File: config.mk
export PLATFORM = sky130hd
export DESIGN_NAME = flash_rd_timer
export DESIGN_NICKNAME = d
export VERILOG_FILES = /design/src/rtl/flrt_pkg.sv /design/src/rtl/flrt_cfg.sv /design/src/rtl/flrt_cache.sv /design/src/rtl/flrt_seq.sv /design/src/rtl/flash_rd_timer.sv
export SDC_FILE = /design/constraint.sdc
export NUM_CORES = 1
export LEC_CHECK = 0
export BUFFER_PORTS_ARGS = -buffer_cell sky130_fd_sc_hd__clkbuf_2
export CORE_MARGIN = 2
export CORE_UTILIZATION = 30
export DETAILED_ROUTE_END_ITERATION = 12
export GPL_ROUTABILITY_DRIVEN = 0
export SLEW_MARGIN = 10
export SYNTH_ARGS = -nofsm -noshare
export SYNTH_HDL_FRONTEND = slang
export SYNTH_SLANG_ARGS = --single-unit
File: constraint.sdc
create_clock -name clk -period 20.7 [get_ports clk]
set_input_delay 2.07 -clock clk [delete_from_list [all_inputs] [get_ports clk]]
set_output_delay 2.07 -clock clk [all_outputs]
set_load 0.005 [all_outputs]
File: src/rtl/flrt_pkg.sv
package flrt_pkg;
  localparam logic [1:0] RM_FAST   = 2'd0;
  localparam logic [1:0] RM_LOWPWR = 2'd1;
  localparam logic [1:0] RM_FIXED  = 2'd2;
  localparam logic [1:0] RM_RSVD   = 2'd3;
  localparam logic [1:0] SM_ON_USE = 2'd0;
  localparam logic [1:0] SM_ON_END = 2'd1;
  localparam logic [1:0] SM_RSVD   = 2'd2;
  localparam logic [1:0] SM_OFF    = 2'd3;

  typedef struct packed {
    logic       cdis;
    logic [1:0] rmode;
    logic       fwup;
    logic [1:0] smode;
    logic [3:0] ws;
  } flrt_cfg_t;
endpackage

File: src/rtl/flrt_cfg.sv
module flrt_cfg
  import flrt_pkg::*;
(
  input  logic        clk,
  input  logic        rst,
  input  logic        wr,
  input  logic [31:0] wdata,
  output flrt_cfg_t   cfg,
  output logic [31:0] rdata
);
  logic unused_bits;
  assign unused_bits = ^{wdata[31:19], wdata[15:12], wdata[10], wdata[7:5], wdata[0]};

  always_ff @(posedge clk) begin
    if (rst) begin
      cfg <= '0;
    end else if (wr) begin
      cfg.ws   <= wdata[4:1];
      cfg.fwup <= wdata[11];
      cfg.cdis <= wdata[18];
      if (wdata[9:8] != SM_RSVD)   cfg.smode <= wdata[9:8];
      if (wdata[17:16] != RM_RSVD) cfg.rmode <= wdata[17:16];
    end
  end

  always_comb begin
    rdata        = '0;
    rdata[4:1]   = cfg.ws;
    rdata[9:8]   = cfg.smode;
    rdata[11]    = cfg.fwup;
    rdata[17:16] = cfg.rmode;
    rdata[18]    = cfg.cdis;
  end

  AST_RMODE_LEGAL: assert property (@(posedge clk) disable iff (rst)
    cfg.rmode != RM_RSVD);
  AST_SMODE_LEGAL: assert property (@(posedge clk) disable iff (rst)
    cfg.smode != SM_RSVD);
endmodule

File: src/rtl/flrt_cache.sv
module flrt_cache #(
  parameter int ADDR_W = 12,
  parameter int LINES  = 8
) (
  input  logic              clk,
  input  logic              rst,
  input  logic              dis,
  input  logic [ADDR_W-1:0] lk_addr,
  input  logic              fill_en,
  input  logic [ADDR_W-1:0] fill_addr,
  input  logic [31:0]       fill_data,
  output logic              hit,
  output logic [31:0]       hit_data
);
  localparam int IW = $clog2(LINES);
  localparam int TW = ADDR_W - IW;

  logic [LINES-1:0] valid;
  logic [TW-1:0]    tags [LINES];
  logic [31:0]      mem  [LINES];
  logic             dis_q;
  logic             flush;
  logic [IW-1:0]    lk_idx, f_idx;
  logic [TW-1:0]    lk_tag, f_tag;

  assign lk_idx = lk_addr[IW-1:0];
  assign lk_tag = lk_addr[ADDR_W-1:IW];
  assign f_idx  = fill_addr[IW-1:0];
  assign f_tag  = fill_addr[ADDR_W-1:IW];
  assign flush  = dis ^ dis_q;

  always_ff @(posedge clk) begin
    if (rst) begin
      valid <= '0;
      dis_q <= 1'b0;
    end else begin
      dis_q <= dis;
      if (flush)                valid        <= '0;
      else if (fill_en && !dis) valid[f_idx] <= 1'b1;
    end
  end

  always_ff @(posedge clk) begin
    if (fill_en && !dis) begin
      tags[f_idx] <= f_tag;
      mem[f_idx]  <= fill_data;
    end
  end

  assign hit      = !dis && valid[lk_idx] && (tags[lk_idx] == lk_tag);
  assign hit_data = mem[lk_idx];

  AST_FLUSH_CLEAR: assert property (@(posedge clk) disable iff (rst)
    flush |=> (valid == '0));
endmodule

File: src/rtl/flrt_seq.sv
module flrt_seq
  import flrt_pkg::*;
#(
  parameter int ADDR_W    = 12,
  parameter int LAT_W     = 8,
  parameter int WAKE_CYC  = 4,
  parameter int FWAKE_CYC = 1
) (
  input  logic              clk,
  input  logic              rst,
  input  flrt_cfg_t         cfg,
  input  logic              cpu_valid,
  input  logic [ADDR_W-1:0] cpu_addr,
  input  logic              sys_sleep,
  input  logic              hit,
  input  logic [31:0]       hit_data,
  input  logic [31:0]       fl_rdata,
  output logic              cpu_ready,
  output logic [31:0]       cpu_rdata,
  output logic              fl_req,
  output logic [ADDR_W-1:0] fl_addr,
  output logic              fl_lowpwr,
  output logic              fill_en
);
  logic              busy, miss_q, sleep_q, lp;
  logic [LAT_W-1:0]  rem, warm, base, pen, lat, wdly, ws_x;
  logic [ADDR_W-1:0] addr_q;
  logic [31:0]       hold_q;
  logic              accept, done, slp_rise, slp_fall;

  assign accept   = cpu_valid && !busy && !cpu_ready;
  assign done     = busy && (rem == LAT_W'(1));
  assign slp_rise = sys_sleep && !sleep_q;
  assign slp_fall = !sys_sleep && sleep_q;
  assign ws_x     = LAT_W'(cfg.ws);
  assign wdly     = cfg.fwup ? LAT_W'(FWAKE_CYC) : LAT_W'(WAKE_CYC);

  always_comb begin
    if (cfg.rmode == RM_FIXED)       base = ws_x + LAT_W'(1);
    else if (hit)                    base = LAT_W'(1);
    else if (cfg.rmode == RM_LOWPWR) base = ws_x + LAT_W'(2);
    else                             base = ws_x + LAT_W'(1);
    pen = hit ? '0 : (lp ? wdly : warm);
    lat = base + pen;
  end

  assign fl_addr   = busy ? addr_q : cpu_addr;
  assign fl_req    = (accept && !hit) || (busy && miss_q);
  assign fill_en   = (accept && !hit && lat == LAT_W'(1)) || (done && miss_q);
  assign fl_lowpwr = lp;

  always_ff @(posedge clk) begin
    if (rst) begin
      busy <= 1'b0; miss_q <= 1'b0; rem <= '0; addr_q <= '0; hold_q <= '0;
      cpu_ready <= 1'b0; cpu_rdata <= '0;
    end else begin
      cpu_ready <= 1'b0;
      if (accept) begin
        addr_q <= cpu_addr;
        miss_q <= !hit;
        hold_q <= hit_data;
        if (lat == LAT_W'(1)) begin
          cpu_ready <= 1'b1;
          cpu_rdata <= hit ? hit_data : fl_rdata;
        end else begin
          busy <= 1'b1;
          rem  <= lat - LAT_W'(1);
        end
      end else if (done) begin
        busy      <= 1'b0;
        cpu_ready <= 1'b1;
        cpu_rdata <= miss_q ? fl_rdata : hold_q;
      end else if (busy) begin
        rem <= rem - LAT_W'(1);
      end
    end
  end

  always_ff @(posedge clk) begin
    if (rst) begin
      sleep_q <= 1'b0; lp <= 1'b0; warm <= '0;
    end else begin
      sleep_q <= sys_sleep;
      if (warm != '0) warm <= warm - LAT_W'(1);
      if (slp_rise && cfg.smode != SM_OFF) begin
        lp <= 1'b1;
      end else if (slp_fall && cfg.smode == SM_ON_END && lp) begin
        lp   <= 1'b0;
        warm <= wdly;
      end else if (accept && !hit && lp) begin
        lp <= 1'b0;
      end
    end
  end

  AST_READY_PULSE: assert property (@(posedge clk) disable iff (rst)
    cpu_ready |=> !cpu_ready);
  AST_HIT_FAST: assert property (@(posedge clk) disable iff (rst)
    (accept && hit && cfg.rmode != RM_FIXED) |=> cpu_ready);
  AST_WAKE_CLEAR: assert property (@(posedge clk) disable iff (rst)
    (accept && !hit && lp && !slp_rise) |=> !lp);
  AST_LP_OFF: assert property (@(posedge clk) disable iff (rst)
    (cfg.smode == SM_OFF && !lp) |=> !lp);
endmodule

File: src/rtl/flash_rd_timer.sv
module flash_rd_timer #(
  parameter int ADDR_W    = 12,
  parameter int LINES     = 8,
  parameter int LAT_W     = 8,
  parameter int WAKE_CYC  = 4,
  parameter int FWAKE_CYC = 1
) (
  input  logic              clk,
  input  logic              rst,
  input  logic              reg_wr,
  input  logic [31:0]       reg_wdata,
  output logic [31:0]       reg_rdata,
  input  logic              cpu_valid,
  input  logic [ADDR_W-1:0] cpu_addr,
  output logic              cpu_ready,
  output logic [31:0]       cpu_rdata,
  input  logic              sys_sleep,
  output logic              fl_req,
  output logic [ADDR_W-1:0] fl_addr,
  input  logic [31:0]       fl_rdata,
  output logic              fl_lowpwr
);
  flrt_pkg::flrt_cfg_t cfg;
  logic        hit, fill_en;
  logic [31:0] hit_data;

  flrt_cfg u_cfg (
    .clk(clk), .rst(rst), .wr(reg_wr), .wdata(reg_wdata),
    .cfg(cfg), .rdata(reg_rdata)
  );

  flrt_cache #(.ADDR_W(ADDR_W), .LINES(LINES)) u_cache (
    .clk(clk), .rst(rst), .dis(cfg.cdis), .lk_addr(cpu_addr),
    .fill_en(fill_en), .fill_addr(fl_addr), .fill_data(fl_rdata),
    .hit(hit), .hit_data(hit_data)
  );

  flrt_seq #(.ADDR_W(ADDR_W), .LAT_W(LAT_W), .WAKE_CYC(WAKE_CYC),
             .FWAKE_CYC(FWAKE_CYC)) u_seq (
    .clk(clk), .rst(rst), .cfg(cfg), .cpu_valid(cpu_valid),
    .cpu_addr(cpu_addr), .sys_sleep(sys_sleep), .hit(hit),
    .hit_data(hit_data), .fl_rdata(fl_rdata), .cpu_ready(cpu_ready),
    .cpu_rdata(cpu_rdata), .fl_req(fl_req), .fl_addr(fl_addr),
    .fl_lowpwr(fl_lowpwr), .fill_en(fill_en)
  );
endmodule

==> tab_implementation.tex <==
\begin{tabular}{lr}
\hline
Metric & Value \\
\hline
\multicolumn{2}{l}{\textbf{Synthesis}} \\
Yosys warns & 0 \\
Post-Synth Adder-Cell Area & 0.00976 \\
Xor-xnor portion of the synthesized cell area & 0.0117 \\
Yosys cell types & 62 \\
Summed instance area of the synthesized netlist & 18700 sq um \\
Mean instance size in the synthesized netlist & 14.5 sq um \\
Top flip-flop cell by instance count after synthesis & edfxtp\_1 \\
Simple-Gate Fraction of Synth Area & 0.0677 \\
Post-synth ARST share & 0 \\
Number of register bits inferred by synthesis & 444 \\
Post-synthesis instance total & 1294 \\
Fraction of synthesized area in multiplexers & 0.153 \\
Sequential fraction of the synthesis area & 0.650 \\
Number of enable flip-flop cells after synthesis & 328 \\
Compound-gate portion of the synthesized area & 0.0757 \\
Main combinational cell family by area after synthesis & multiplexers \\
\multicolumn{2}{l}{\textbf{Drt}} \\
Wirelength per Cell & 19.7 um \\
Antenna Nets Post-Route & 0 \\
Via total after detailed routing & 11.1k \\
Per-cell via count in the routed design & 4.88 \\
Post-route DRC violation count & 0 \\
Number of DRC violations after detailed-routing iteration 0 & 669 \\
Final wirelength & 44900 um \\
First-pass DRT Iterations & 5 \\
\multicolumn{2}{l}{\textbf{Timing}} \\
Max-slew violation total from the final report & 0 \\
Final worst path period share & 0.425 \\
Headroom to the max-slew limit & 0.349 \\
RSZ-0062 raised after global routing & no \\
Clock skew after layout & 0.0315 ns \\
Final setup TNS & 0 ns \\
Final-report setup violation count & 0 \\
Hold Vio Cnt, Final & 0 \\
Transition time at the pin with the least slew margin & 0.949 ns \\
Peak clock frequency supported by timing & 114 MHz \\
Clock period minus final worst setup slack & 8.80 ns \\
\multicolumn{2}{l}{\textbf{Die}} \\
Row cnt & 91 \\
Starting density of the core & 0.303 \\
Top-level I/O count & 160 \\
Die Outline Area & 64400 sq um \\
Die Ht & 254 um \\
Standard cell core area & 61700 sq um \\
Die extent in x & 254 um \\
\multicolumn{2}{l}{\textbf{Global routing}} \\
Initial antenna violation count & 4 \\
Total congestion overflow & 0 \\
Via count of the first global-routing pass & 11.1k \\
Overall fraction of global-route tracks in use & 0.139 \\
Routing usage on met2 & 0.228 \\
Maximum number of pins on one net before global-route repair & 67 \\
Global routing usage on met3 & 0.0252 \\
Gr busiest metal & met2 \\
Met1 global-route usage & 0.186 \\
Wire length of the first global-routing pass & 67200 um \\
\multicolumn{2}{l}{\textbf{Layout}} \\
Layout cells sized above 1 & 0.247 \\
Non-filler cells in the finished layout & 2278 \\
Synthesis-to-layout area growth & 16.3\% \\
Count of filler cells inserted in the layout & 5975 \\
Net count of the finished layout & 1496 \\
\multicolumn{2}{l}{\textbf{Power and ir drop}} \\
Proportion of power drawn by flip-flops and latches & 0.445 \\
Leakage power & 0.00752 uW \\
Power per unit of standard cell area & 109 nW/um\^{}2 \\
Combinational power share & 0.182 \\
IR drop worst, VDD & 0.0000556 V \\
Clock share of power & 0.374 \\
Cell internal power dissipation & 1710 uW \\
Total net switching power & 667 uW \\
Switching share of total power & 0.281 \\
\multicolumn{2}{l}{\textbf{Clocking}} \\
Clk root buf & clkbuf\_16 \\
Clock insertion delay at the later pin of the skew report & 0.60 ns \\
Post-CTS clock slew at the launch and capture registers of the worst setup and hold paths & 0.06 ns \\
Cells resized by post-CTS repair & 0 \\
\# hold bufs at CTS & 0 \\
Inserted Clock Buffers & 48 \\
Buffer levels on the longest clock path & 3 \\
Clock tree from TritonCTS & yes \\
Number of sinks on the clock net & 444 \\
Maximum level of the CTS H-tree & 2 \\
Post-CTS setup repair buffer count & 0 \\
\multicolumn{2}{l}{\textbf{Placed design}} \\
Cell Count Post-Placement & 2188 \\
Half-perimeter wire length after detailed placement & 25500 um \\
Input/output buffers & 115 \\
\multicolumn{2}{l}{\textbf{Critical path}} \\
Required time worst endpoint & 20.92 ns \\
Largest driver fanout on the critical path & 42 \\
Kind of launch point of the worst setup path & primary input \\
WS Path Type & primary input to flip-flop \\
Data arrival time at the worst-slack endpoint & 9.01 ns \\
Category of the worst setup path capture point & flip-flop \\
\multicolumn{2}{l}{\textbf{Hold path}} \\
Path type of the worst min-delay path & flip-flop to flip-flop \\
\multicolumn{2}{l}{\textbf{Status}} \\
Result of the run & finished clean \\
\multicolumn{2}{l}{\textbf{Run}} \\
Max capacitance violation total & 0 \\
\hline
\end{tabular}
[kinds of logic after synthesis]
group | Yosys count
compound gates | 223
buf+inv | 112
xor+xnor | 25
flops | 444
simple gates | 287
other cells | 1
mux | 188
fa+ha+maj | 14
[metal layers]
| metal | part of all wire | vias to the layer above |
|---|---|---|
| met5 | 0.00078 | - |
| met4 | 0.025 | 6 |
| met3 | 0.048 | 75 |
| met2 | 0.47 | 281 |
| met1 | 0.46 | 5632 |
| li1 | - | 5113 |
[sequential cells by signal, indices dropped and copies added, names as in the netlist]
register / cells
u_cache.mem: 256
u_seq.hold_q: 32
u_seq.busy: 1
u_cache.dis_q: 1
u_cfg.cfg: 10
u_seq.fl_lowpwr: 1
u_seq.addr_q: 12
u_seq.sleep_q: 1
u_cache.valid: 8
u_seq.rem: 8
u_cache.tags: 72
u_seq.cpu_rdata: 32
u_seq.cpu_ready: 1
u_seq.miss_q: 1
u_seq.warm: 8
[synth_stat cells, drive strengths merged, types with 3 or more instances]
master,n,area share
xor2,16,0.0075
o311ai,4,0.0019
and2,6,0.0020
ha,13,0.0087
o221ai,3,0.0017
a31oi,6,0.0020
xnor2,9,0.0042
nand3,5,0.0013
mux2i,65,0.035
mux2,49,0.029
mux4,74,0.089
o22ai,34,0.011
buf,47,0.018
nor2,72,0.014
o21a,10,0.0040
edfxtp,328,0.53
nor2b,17,0.0057
nand4,3,0.0010
nor3,19,0.0072
a211oi,39,0.016
inv,14,0.0028
nand2b,4,0.0013
a21o,5,0.0020
a21oi,93,0.025
nand2,153,0.031
o21ai,12,0.0032
clkbuf,51,0.010
dfxtp,116,0.12
[path summary, 6_finish.rpt]
| path | from | end | slack (ns) | cells past startpoint |
|---|---|---|---|---|
| max | cpu_addr[2] | u_cache.tags[4][7] | 11.90 | 22 |
| min reg2reg | u_seq.hold_q[20] | u_seq.hold_q[20] | 0.45 | 2 |
| min | u_seq.hold_q[20] | u_seq.hold_q[20] | 0.45 | 2 |
| max reg2reg | u_cache.tags[6][4] | u_cache.tags[4][7] | 14.37 | 20 |
[worst max-delay path, cell delays in order]
cell and delay, ns:
buf_2 0.47, buf_4 0.69, mux4_2 0.35, o22ai_1 0.08, a211oi_1 0.43, nand3_1 0.23
nor4b_4 0.66, nand2_2 0.22, nor2_1 0.19, o21ai_0 0.19, nand2_1 0.11, o21ai_0 0.15
fa_1 0.46, a21o_1 0.18, a21oi_1 0.26, nor2b_1 0.07, o21ai_0 0.20, xor2_1 0.27
a31oi_1 0.23, o41a_4 0.52, nor3_4 0.19, buf_4 0.67
[per-stage QoR]
step | cell area (sq um) | hold WS [ns] | utilization | power [uW] | setup WS [ns]
floorplan | 18800 | 0.433 | - | 1370 | 12.28
global placement | 20100 | 0.438 | 0.326 | 1500 | 11.42
detailed placement | 20100 | 0.447 | 0.326 | 1510 | 11.29
CTS | 21800 | 0.455 | 0.353 | 2400 | 11.91
global route | 21800 | 0.479 | 0.353 | 2490 | 11.54
finish | 21800 | 0.454 | 0.353 | 2370 | 11.90
[layout make-up]
class                   count  area (sq um)  area share
diodes                      1          2.50    0.000115
clock buffers              57          1310      0.0601
clock inverters            32           352      0.0161
inverters                  14          52.6     0.00241
multi-input cells         759          6110       0.281
flip-flops and latches    444         12200       0.559
well taps                 837          1050      0.0481
repair buffers            134           726      0.0333
[layout by cell type (no fill, tap or decap), drive strengths merged, types with 3 or more instances in the layout]
cell      count
edfxtp      328
clkbuf      168
nand2       153
dfxtp       116
a21oi        93
mux4         74
nor2         72
mux2i        65
mux2         49
a211oi       39
o22ai        34
buf          23
conb         22
inv          19
nor3         19
nor2b        17
xor2         16
clkinv       16
ha           13
o21ai        12
o21a         10
xnor2         9
and2          6
a31oi         6
clkinvlp      6
nand3         5
a21o          5
bufinv        5
o311ai        4
nand2b        4
nand4         3
o221ai        3
[power by group through the flow]
stage          Clock, uW  Sequential, uW  Combinational (uW)
6_report             886            1060                 431
5_1_grt              943            1060                 484
2_1_floorplan          0            1070                 306
3_5_place_dp           0            1070                 434
4_1_cts              912            1050                 437
3_3_place_gp           0            1070                 425
Power figures use the tool's default switching activity.
